===== src/rtl/usbrx_pkg.sv =====
package usbrx_pkg;

    typedef enum logic [1:0] {
        SYM_SE0 = 2'b00,
        SYM_J   = 2'b01,
        SYM_K   = 2'b10,
        SYM_SE1 = 2'b11
    } line_sym_e;

    typedef enum logic [1:0] {
        ST_IDLE = 2'b00,
        ST_DATA = 2'b01,
        ST_EOP  = 2'b10
    } rx_state_e;

    typedef struct packed {
        logic sop;
        logic eop;
        logic stuff;
        logic err;
        logic bit_vld;
        logic bit_val;
    } rx_evt_t;

    // Classify a synchronized line pair; J and K swap with the speed mode.
    function automatic line_sym_e pair_to_sym(input logic dp, input logic dm,
                                              input logic low);
        line_sym_e s;
        case ({dp, dm})
            2'b00:   s = SYM_SE0;
            2'b11:   s = SYM_SE1;
            2'b10:   s = low ? SYM_K : SYM_J;
            default: s = low ? SYM_J : SYM_K;
        endcase
        return s;
    endfunction

    function automatic logic is_jk(input line_sym_e s);
        return (s == SYM_J) || (s == SYM_K);
    endfunction

endpackage


===== src/rtl/usbrx_line_front.sv =====
module usbrx_line_front
    import usbrx_pkg::*;
#(
    parameter int SYNC_STAGES = 2
) (
    input  logic      clk,
    input  logic      rst,
    input  logic      low_speed_i,
    input  logic      dp_i,
    input  logic      dm_i,
    output line_sym_e sym_o,
    output line_sym_e prev_o,
    output logic      edge_o
);
    localparam int MSB = SYNC_STAGES - 1;

    logic [SYNC_STAGES-1:0] dp_sh, dm_sh;
    line_sym_e sym_q, prev_q;

    generate
        for (genvar g = 0; g < SYNC_STAGES; g++) begin : g_sync
            always_ff @(posedge clk) begin
                if (rst) begin
                    dp_sh[g] <= 1'b0;
                    dm_sh[g] <= 1'b0;
                end else if (g == 0) begin
                    dp_sh[g] <= dp_i;
                    dm_sh[g] <= dm_i;
                end else begin
                    dp_sh[g] <= dp_sh[(g == 0) ? 0 : g - 1];
                    dm_sh[g] <= dm_sh[(g == 0) ? 0 : g - 1];
                end
            end
        end
    endgenerate

    always_ff @(posedge clk) begin
        if (rst) begin
            sym_q  <= SYM_SE0;
            prev_q <= SYM_SE0;
        end else begin
            sym_q  <= pair_to_sym(dp_sh[MSB], dm_sh[MSB], low_speed_i);
            prev_q <= sym_q;
        end
    end

    assign sym_o  = sym_q;
    assign prev_o = prev_q;
    assign edge_o = is_jk(sym_q) && is_jk(prev_q) && (sym_q != prev_q);

endmodule


===== src/rtl/usbrx_bit_clock.sv =====
module usbrx_bit_clock #(
    parameter int SPB_FS    = 4,
    parameter int SPB_LS    = 32,
    parameter int FRAC_BITS = 4,
    parameter int TRIM_MAX  = 2
) (
    input  logic clk,
    input  logic rst,
    input  logic low_speed_i,
    input  logic start_i,
    input  logic run_i,
    input  logic edge_i,
    output logic sample_o
);
    localparam int UNIT    = 1 << FRAC_BITS;
    localparam int PER_FS  = SPB_FS * UNIT;
    localparam int PER_LS  = SPB_LS * UNIT;
    localparam int PER_BIG = (PER_LS > PER_FS) ? PER_LS : PER_FS;
    localparam int AW      = $clog2(PER_BIG + UNIT + TRIM_MAX + 1) + 1;
    localparam int TW      = $clog2(TRIM_MAX + 1) + 1;
    localparam logic signed [TW-1:0] TRIM_HI   = TW'(TRIM_MAX);
    localparam logic signed [TW-1:0] TRIM_LO   = -TRIM_HI;
    localparam logic signed [TW-1:0] TRIM_STEP = 1;

    logic [AW-1:0] acc_q, acc_n, base, adj, per, per_nom, half;
    logic signed [TW-1:0] trim_q, trim_n;

    always_comb begin
        per_nom = low_speed_i ? AW'(PER_LS) : AW'(PER_FS);
        per     = per_nom + {{(AW-TW){trim_q[TW-1]}}, trim_q};
        half    = per >> 1;
        base    = acc_q + AW'(UNIT);
        adj     = base;
        trim_n  = trim_q;
        if (run_i && edge_i) begin
            if (base > half) begin
                adj = base - AW'(1);
                if (trim_q < TRIM_HI) trim_n = trim_q + TRIM_STEP;
            end else if (base < half) begin
                adj = base + AW'(1);
                if (trim_q > TRIM_LO) trim_n = trim_q - TRIM_STEP;
            end
        end
        sample_o = run_i && (adj >= per);
        acc_n    = sample_o ? (adj - per) : adj;
    end

    always_ff @(posedge clk) begin
        if (rst) begin
            acc_q  <= '0;
            trim_q <= '0;
        end else if (start_i) begin
            acc_q  <= low_speed_i ? AW'(PER_LS / 2) : AW'(PER_FS / 2);
            trim_q <= '0;
        end else if (run_i) begin
            acc_q  <= acc_n;
            trim_q <= trim_n;
        end else begin
            trim_q <= '0;
        end
    end

    // the period correction never leaves its window
    p_trim_bounded_r10: assert property (@(posedge clk) disable iff (rst)
        (trim_q <= TRIM_HI) && (trim_q >= TRIM_LO));

    // at full speed the first sample lands two clocks after start
    p_first_sample_r3: assert property (@(posedge clk) disable iff (rst)
        ($past(start_i, 2) && !$past(edge_i) && !edge_i && run_i
         && !low_speed_i && !$past(low_speed_i, 2)) |-> sample_o);

endmodule


===== src/rtl/usbrx_bit_engine.sv =====
module usbrx_bit_engine
    import usbrx_pkg::*;
#(
    parameter int MAX_ONES = 6
) (
    input  logic      clk,
    input  logic      rst,
    input  line_sym_e sym_i,
    input  line_sym_e prev_i,
    input  logic      sample_i,
    output logic      start_o,
    output logic      run_o,
    output rx_evt_t   evt_o
);
    localparam int OW = $clog2(MAX_ONES + 1);
    localparam logic [OW-1:0] ONES_LIM = OW'(MAX_ONES);

    rx_state_e   state_q, state_n;
    line_sym_e   last_q, last_n;
    logic [OW-1:0] ones_q, ones_n;
    rx_evt_t     evt_q, evt_n;
    logic        nrzi;

    always_comb begin
        state_n = state_q;
        last_n  = last_q;
        ones_n  = ones_q;
        evt_n   = '0;
        start_o = 1'b0;
        nrzi    = 1'b0;
        case (state_q)
            ST_IDLE: begin
                if (sym_i == SYM_K && prev_i == SYM_J) begin
                    start_o   = 1'b1;
                    evt_n.sop = 1'b1;
                    state_n   = ST_DATA;
                    last_n    = SYM_J;
                    ones_n    = '0;
                end
            end
            ST_DATA: begin
                if (sample_i) begin
                    if (sym_i == SYM_SE0) begin
                        state_n = ST_EOP;
                    end else if (sym_i == SYM_SE1) begin
                        evt_n.err = 1'b1;
                        state_n   = ST_IDLE;
                    end else begin
                        nrzi   = (sym_i == last_q);
                        last_n = sym_i;
                        if (ones_q == ONES_LIM) begin
                            if (!nrzi) begin
                                evt_n.stuff = 1'b1;
                                ones_n      = '0;
                            end else begin
                                evt_n.err = 1'b1;
                                state_n   = ST_IDLE;
                            end
                        end else begin
                            evt_n.bit_vld = 1'b1;
                            evt_n.bit_val = nrzi;
                            ones_n        = nrzi ? ones_q + OW'(1) : '0;
                        end
                    end
                end
            end
            ST_EOP: begin
                if (sample_i && sym_i != SYM_SE0) begin
                    if (sym_i == SYM_J) evt_n.eop = 1'b1;
                    else                evt_n.err = 1'b1;
                    state_n = ST_IDLE;
                end
            end
            default: state_n = ST_IDLE;
        endcase
    end

    always_ff @(posedge clk) begin
        if (rst) begin
            state_q <= ST_IDLE;
            last_q  <= SYM_J;
            ones_q  <= '0;
            evt_q   <= '0;
        end else begin
            state_q <= state_n;
            last_q  <= last_n;
            ones_q  <= ones_n;
            evt_q   <= evt_n;
        end
    end

    assign run_o = (state_q != ST_IDLE);
    assign evt_o = evt_q;

    // a start pulse only follows a J-to-K change
    p_sop_after_jk_r2: assert property (@(posedge clk) disable iff (rst)
        evt_q.sop |-> $past(sym_i == SYM_K && prev_i == SYM_J));

    // an end pulse only follows a J sampled in the end-of-packet wait
    p_eop_from_wait_r7: assert property (@(posedge clk) disable iff (rst)
        evt_q.eop |-> $past(state_q == ST_EOP && sym_i == SYM_J && sample_i));

    // the run-of-ones counter never passes the stuffing limit
    p_ones_capped_r5: assert property (@(posedge clk) disable iff (rst)
        ones_q <= ONES_LIM);

    // never two result pulses in one cycle
    p_one_pulse_r11: assert property (@(posedge clk) disable iff (rst)
        $onehot0({evt_q.sop, evt_q.eop, evt_q.stuff, evt_q.err, evt_q.bit_vld}));

endmodule


===== src/rtl/usbrx_top.sv =====
module usbrx_top
    import usbrx_pkg::*;
#(
    parameter int SYNC_STAGES = 2,
    parameter int SPB_FS      = 4,
    parameter int SPB_LS      = 32,
    parameter int FRAC_BITS   = 4,
    parameter int TRIM_MAX    = 2,
    parameter int MAX_ONES    = 6
) (
    input  logic clk,
    input  logic rst,
    input  logic low_speed_i,
    input  logic dp_i,
    input  logic dm_i,
    output logic sop_o,
    output logic bit_vld_o,
    output logic bit_o,
    output logic stuff_o,
    output logic eop_o,
    output logic err_o
);
    line_sym_e sym, prev;
    logic      jk_edge, sample, start, run;
    rx_evt_t   evt;

    usbrx_line_front #(.SYNC_STAGES(SYNC_STAGES)) u_front (
        .clk(clk), .rst(rst), .low_speed_i(low_speed_i),
        .dp_i(dp_i), .dm_i(dm_i),
        .sym_o(sym), .prev_o(prev), .edge_o(jk_edge)
    );

    usbrx_bit_clock #(
        .SPB_FS(SPB_FS), .SPB_LS(SPB_LS),
        .FRAC_BITS(FRAC_BITS), .TRIM_MAX(TRIM_MAX)
    ) u_clock (
        .clk(clk), .rst(rst), .low_speed_i(low_speed_i),
        .start_i(start), .run_i(run), .edge_i(jk_edge),
        .sample_o(sample)
    );

    usbrx_bit_engine #(.MAX_ONES(MAX_ONES)) u_engine (
        .clk(clk), .rst(rst),
        .sym_i(sym), .prev_i(prev), .sample_i(sample),
        .start_o(start), .run_o(run), .evt_o(evt)
    );

    assign sop_o     = evt.sop;
    assign bit_vld_o = evt.bit_vld;
    assign bit_o     = evt.bit_val;
    assign stuff_o   = evt.stuff;
    assign eop_o     = evt.eop;
    assign err_o     = evt.err;

endmodule


===== config.mk =====
export PLATFORM = sky130hd
export DESIGN_NAME = usbrx_top
export DESIGN_NICKNAME = d
export VERILOG_FILES = /design/src/rtl/usbrx_pkg.sv /design/src/rtl/usbrx_line_front.sv /design/src/rtl/usbrx_bit_clock.sv /design/src/rtl/usbrx_bit_engine.sv /design/src/rtl/usbrx_top.sv
export SDC_FILE = /design/constraint.sdc
export NUM_CORES = 1
export LEC_CHECK = 0
export CORE_ASPECT_RATIO = 0.9
export CORE_MARGIN = 2
export CORE_UTILIZATION = 30
export CTS_BUF_LIST = sky130_fd_sc_hd__clkbuf_4 sky130_fd_sc_hd__clkbuf_8 sky130_fd_sc_hd__clkbuf_16
export DETAILED_ROUTE_END_ITERATION = 8
export MAX_ROUTING_LAYER = met4
export RECOVER_POWER = 50
export SLEW_MARGIN = 20
export SYNTH_ARGS = -nofsm -noshare
export SYNTH_HDL_FRONTEND = slang
export SYNTH_SLANG_ARGS = --single-unit

===== constraint.sdc =====
create_clock -name clk -period 7.8 [get_ports clk]
set_clock_uncertainty 0.05 [all_clocks]
set_input_delay 1.95 -clock clk [delete_from_list [all_inputs] [get_ports clk]]
set_output_delay 1.95 -clock clk [all_outputs]
set_load 0.05 [all_outputs]

==> out/results.txt, run 1 <==
outcome - finished, final reports clean
CP Launch Type - input pin
initial core utilization - 0.305
Final Slew Violations - 0
Power Density - 146 nW/µm²
Yosys cell types - 71
RSZ-0062 raised after global routing - false
GP Congestion - 0.943
commonest non-fill, non-tap cell in the layout - ha_1
Post-synth EDFFs - 0
vias in the first global route - 2861
Final setup viols - 0
total track usage - 0.157
WS Path Type - input pin to flip-flop
total gr overflow - 0
DIE AREA - 11800 µm²
NumNets Final - 461
largest net degree at the start of global routing - 30
Worst Hold Class - flip-flop to flip-flop
CTS root buf - clkbuf_16
antenna viol nets, final - 0
Hold Violations, Final - 0
DP HPWL - 6.72 mm
Longest Clk Path Bufs - 2
die width - 114 µm
WP data required - 7.96 ns
# diodes - 0
f_max - 0.136 GHz
Mapped Cells - 408
CTS sink count - 35
worst rel slew slack - 0.509
area leader, netlist - dfxtp_1
worst hold-check slack - 0.385 ns
hold buffer count at CTS - 0
Core Area - 10800 µm²
# port buffers - 10
post-synthesis net count - 452
most frequent cells in the layout - 37 x ha_1, 35 x dfxtp_1, 31 x nor2_1
syn avg cell area - 8.06 µm²
number of core rows - 36
DR vias - 3070
Seq/Total Area, Yosys - 0.213
Lkg Pwr - 1.46 nW
DRC Markers - 0
worst vdd ir - 0.0715 mV
clk_lat worst skew - 0.28 ns
CP Data Arrival Time - 7.53 ns
Max Cap Viol - 0
#FFs+latches synth - 35
Post-CTS Setup Repair Bufs - 0
CTS tree - done
yosys warns - 0
ys flop type - dfxtp_1
first drt pass iteration count - 5
total CTS buffers - 5
Synth top area share - 0.213
Cell Area, Synth - 3290 µm²
DR vias/cell - 5.58
CTS clock-pin slew for the worst setup and hold paths - 0.05 ns
final core utilization - 0.340
WL per Instance - 15.5 µm
critical-path maximum fanout - 11
Ports - 11
Setup TNS - 0 ns
Iter 0 DRT Violations - 194
layout cells sized above 1 - 0.0695
H-tree levels - 2
antenna violations before repair - 0
final critical-path required period - 7.37 ns
Area contributors post-synth - dfxtp_1 21%, ha_1 14%, nor2_1 3.5%
ys async rst share - 0
Area Growth Syn to Fin - 11.2%
die height - 103 µm
Total Routed Length - 8.53 mm
Worst Setup End Kind - flip-flop
Final period util - 0.944
Worst Tran Pin Value - 0.733 ns
first-pass GRT wire length - 14.3 mm
[report_power, final]
| group | leakage, nW | internal (mW) | total [mW] | switching [mW] |
|---|---|---|---|---|
| registers | 0.283 | 0.183 | 0.191 | 0.00752 |
| clock network | 0.0727 | 0.125 | 0.197 | 0.0727 |
| logic | 1.10 | 0.0569 | 0.146 | 0.0887 |
[area by class of cell]
| type | count | area (µm²) |
|---|---|---|
| repair buffers | 17 | 149 |
| multi-input cells | 330 | 2390 |
| inverters | 28 | 105 |
| clock buffers | 6 | 139 |
| well taps | 133 | 166 |
| fillers | 1131 | 7110 |
| flip-flops and latches | 35 | 701 |
| clock inverters | 1 | 5.00 |
[through the flow]
| step | total power, mW | area (µm²) | setup slack, ns | std cells |
|---|---|---|---|---|
| final | 0.534 | 3660 | 0.433 | 550 |
| after global routing | 0.561 | 3660 | 0.0129 | 550 |
| after CTS | 0.537 | 3660 | 0.415 | 550 |
| after detailed placement | 0.339 | 3510 | 0.202 | 543 |
| after global placement | 0.337 | 3510 | 0.289 | 543 |
| after floorplan | 0.306 | 3290 | 1.50 | 408 |
[timing repair]
| item | in CTS | in global routing |
|---|---|---|
| endpoints found under the hold margin | 0 | 0 |
| endpoints found under the setup margin | 0 | 1 |
| gates resized for setup | 0 | 1 |
[sequential cells by signal (all words and copies together) (netlist names)]
signal and cells:
u_clock.trim_q 3, u_engine.ones_q 3, u_front.dm_sh 2, u_engine.evt_o 6, u_clock.acc_q 11, u_front.sym_o 2, u_front.dp_sh 2, u_front.prev_o 2
u_engine.last_q 2, u_engine.state_q 2
[worst max-delay path: stages]
cell	delay [ns]
clkdlybuf4s50_1	0.67
inv_1	0.08
ha_1	0.28
inv_1	0.05
ha_1	0.30
and3_1	0.19
o21ai_0	0.21
o2111ai_2	0.19
and2_1	0.23
a41o_2	0.40
a311o_1	0.34
xnor2_2	0.17
ha_1	0.40
a21o_1	0.23
o2111ai_1	0.15
a21oi_1	0.30
o211ai_1	0.27
nor4_1	0.33
nor2_1	0.13
or4b_1	0.51
a21oi_1	0.14
[Yosys cell counts (4+ instances only)]
| library cell | n |
|---|---|
| ha_1 | 37 |
| nor2b_1 | 4 |
| nand2b_1 | 7 |
| o21ai_0 | 23 |
| nor4_1 | 8 |
| nor2_1 | 31 |
| nand4_1 | 10 |
| inv_1 | 28 |
| clkbuf_1 | 6 |
| o211ai_1 | 6 |
| a21oi_1 | 21 |
| xnor2_1 | 13 |
| or3_1 | 9 |
| dfxtp_1 | 35 |
| xor2_1 | 8 |
| buf_6 | 4 |
| nand2_1 | 30 |
| nor3_1 | 11 |
| nand3_1 | 12 |
| mux2i_1 | 6 |
| and2_1 | 7 |
| a31oi_1 | 6 |
| o21a_1 | 4 |
| and3_1 | 4 |
| a21o_1 | 8 |
| a211oi_1 | 4 |
[final timing paths]
check	from	endpoint	slack [ns]	cells past startpoint
worst min register to register	u_front.dp_sh[0]	u_front.dp_sh[1]	0.39	1
worst max-delay path	low_speed_i	u_engine.ones_q[2]	0.43	21
worst min-delay path	u_front.dp_sh[0]	u_front.dp_sh[1]	0.39	1
worst max register to register	u_clock.acc_q[4]	u_engine.state_q[1]	1.69	23
[layer usage]
layer	track usage	vias to the layer above	wire length, µm
met1	0.213	1443	4170
met3	0.0268	15	448
met2	0.245	86	3740
met5	-	-	0
li1	-	1526	-
met4	0.0366	0	173
[cell families after synthesis]
logic type | share of synthesized area
muxes | 0.0183
xor gates and xnor gates | 0.0727
adders and majority gates | 0.156
buffers and inverters | 0.0601
and+or+nand+nor | 0.241
DFF | 0.213
AOI/OAI and AO/OA | 0.239
No activity file was read; power rests on OpenSTA's default activity.
==> run 2: changes to the inputs <==
--- a/config.mk
+++ b/config.mk
@@ -12,7 +12,6 @@
 export DETAILED_ROUTE_END_ITERATION = 8
 export MAX_ROUTING_LAYER = met4
 export RECOVER_POWER = 50
-export SLEW_MARGIN = 20
 export SYNTH_ARGS = -nofsm -noshare
 export SYNTH_HDL_FRONTEND = slang
 export SYNTH_SLANG_ARGS = --single-unit
==> results of run 2 <==
Final layout, timing and power as in run 1 (identical DEF).
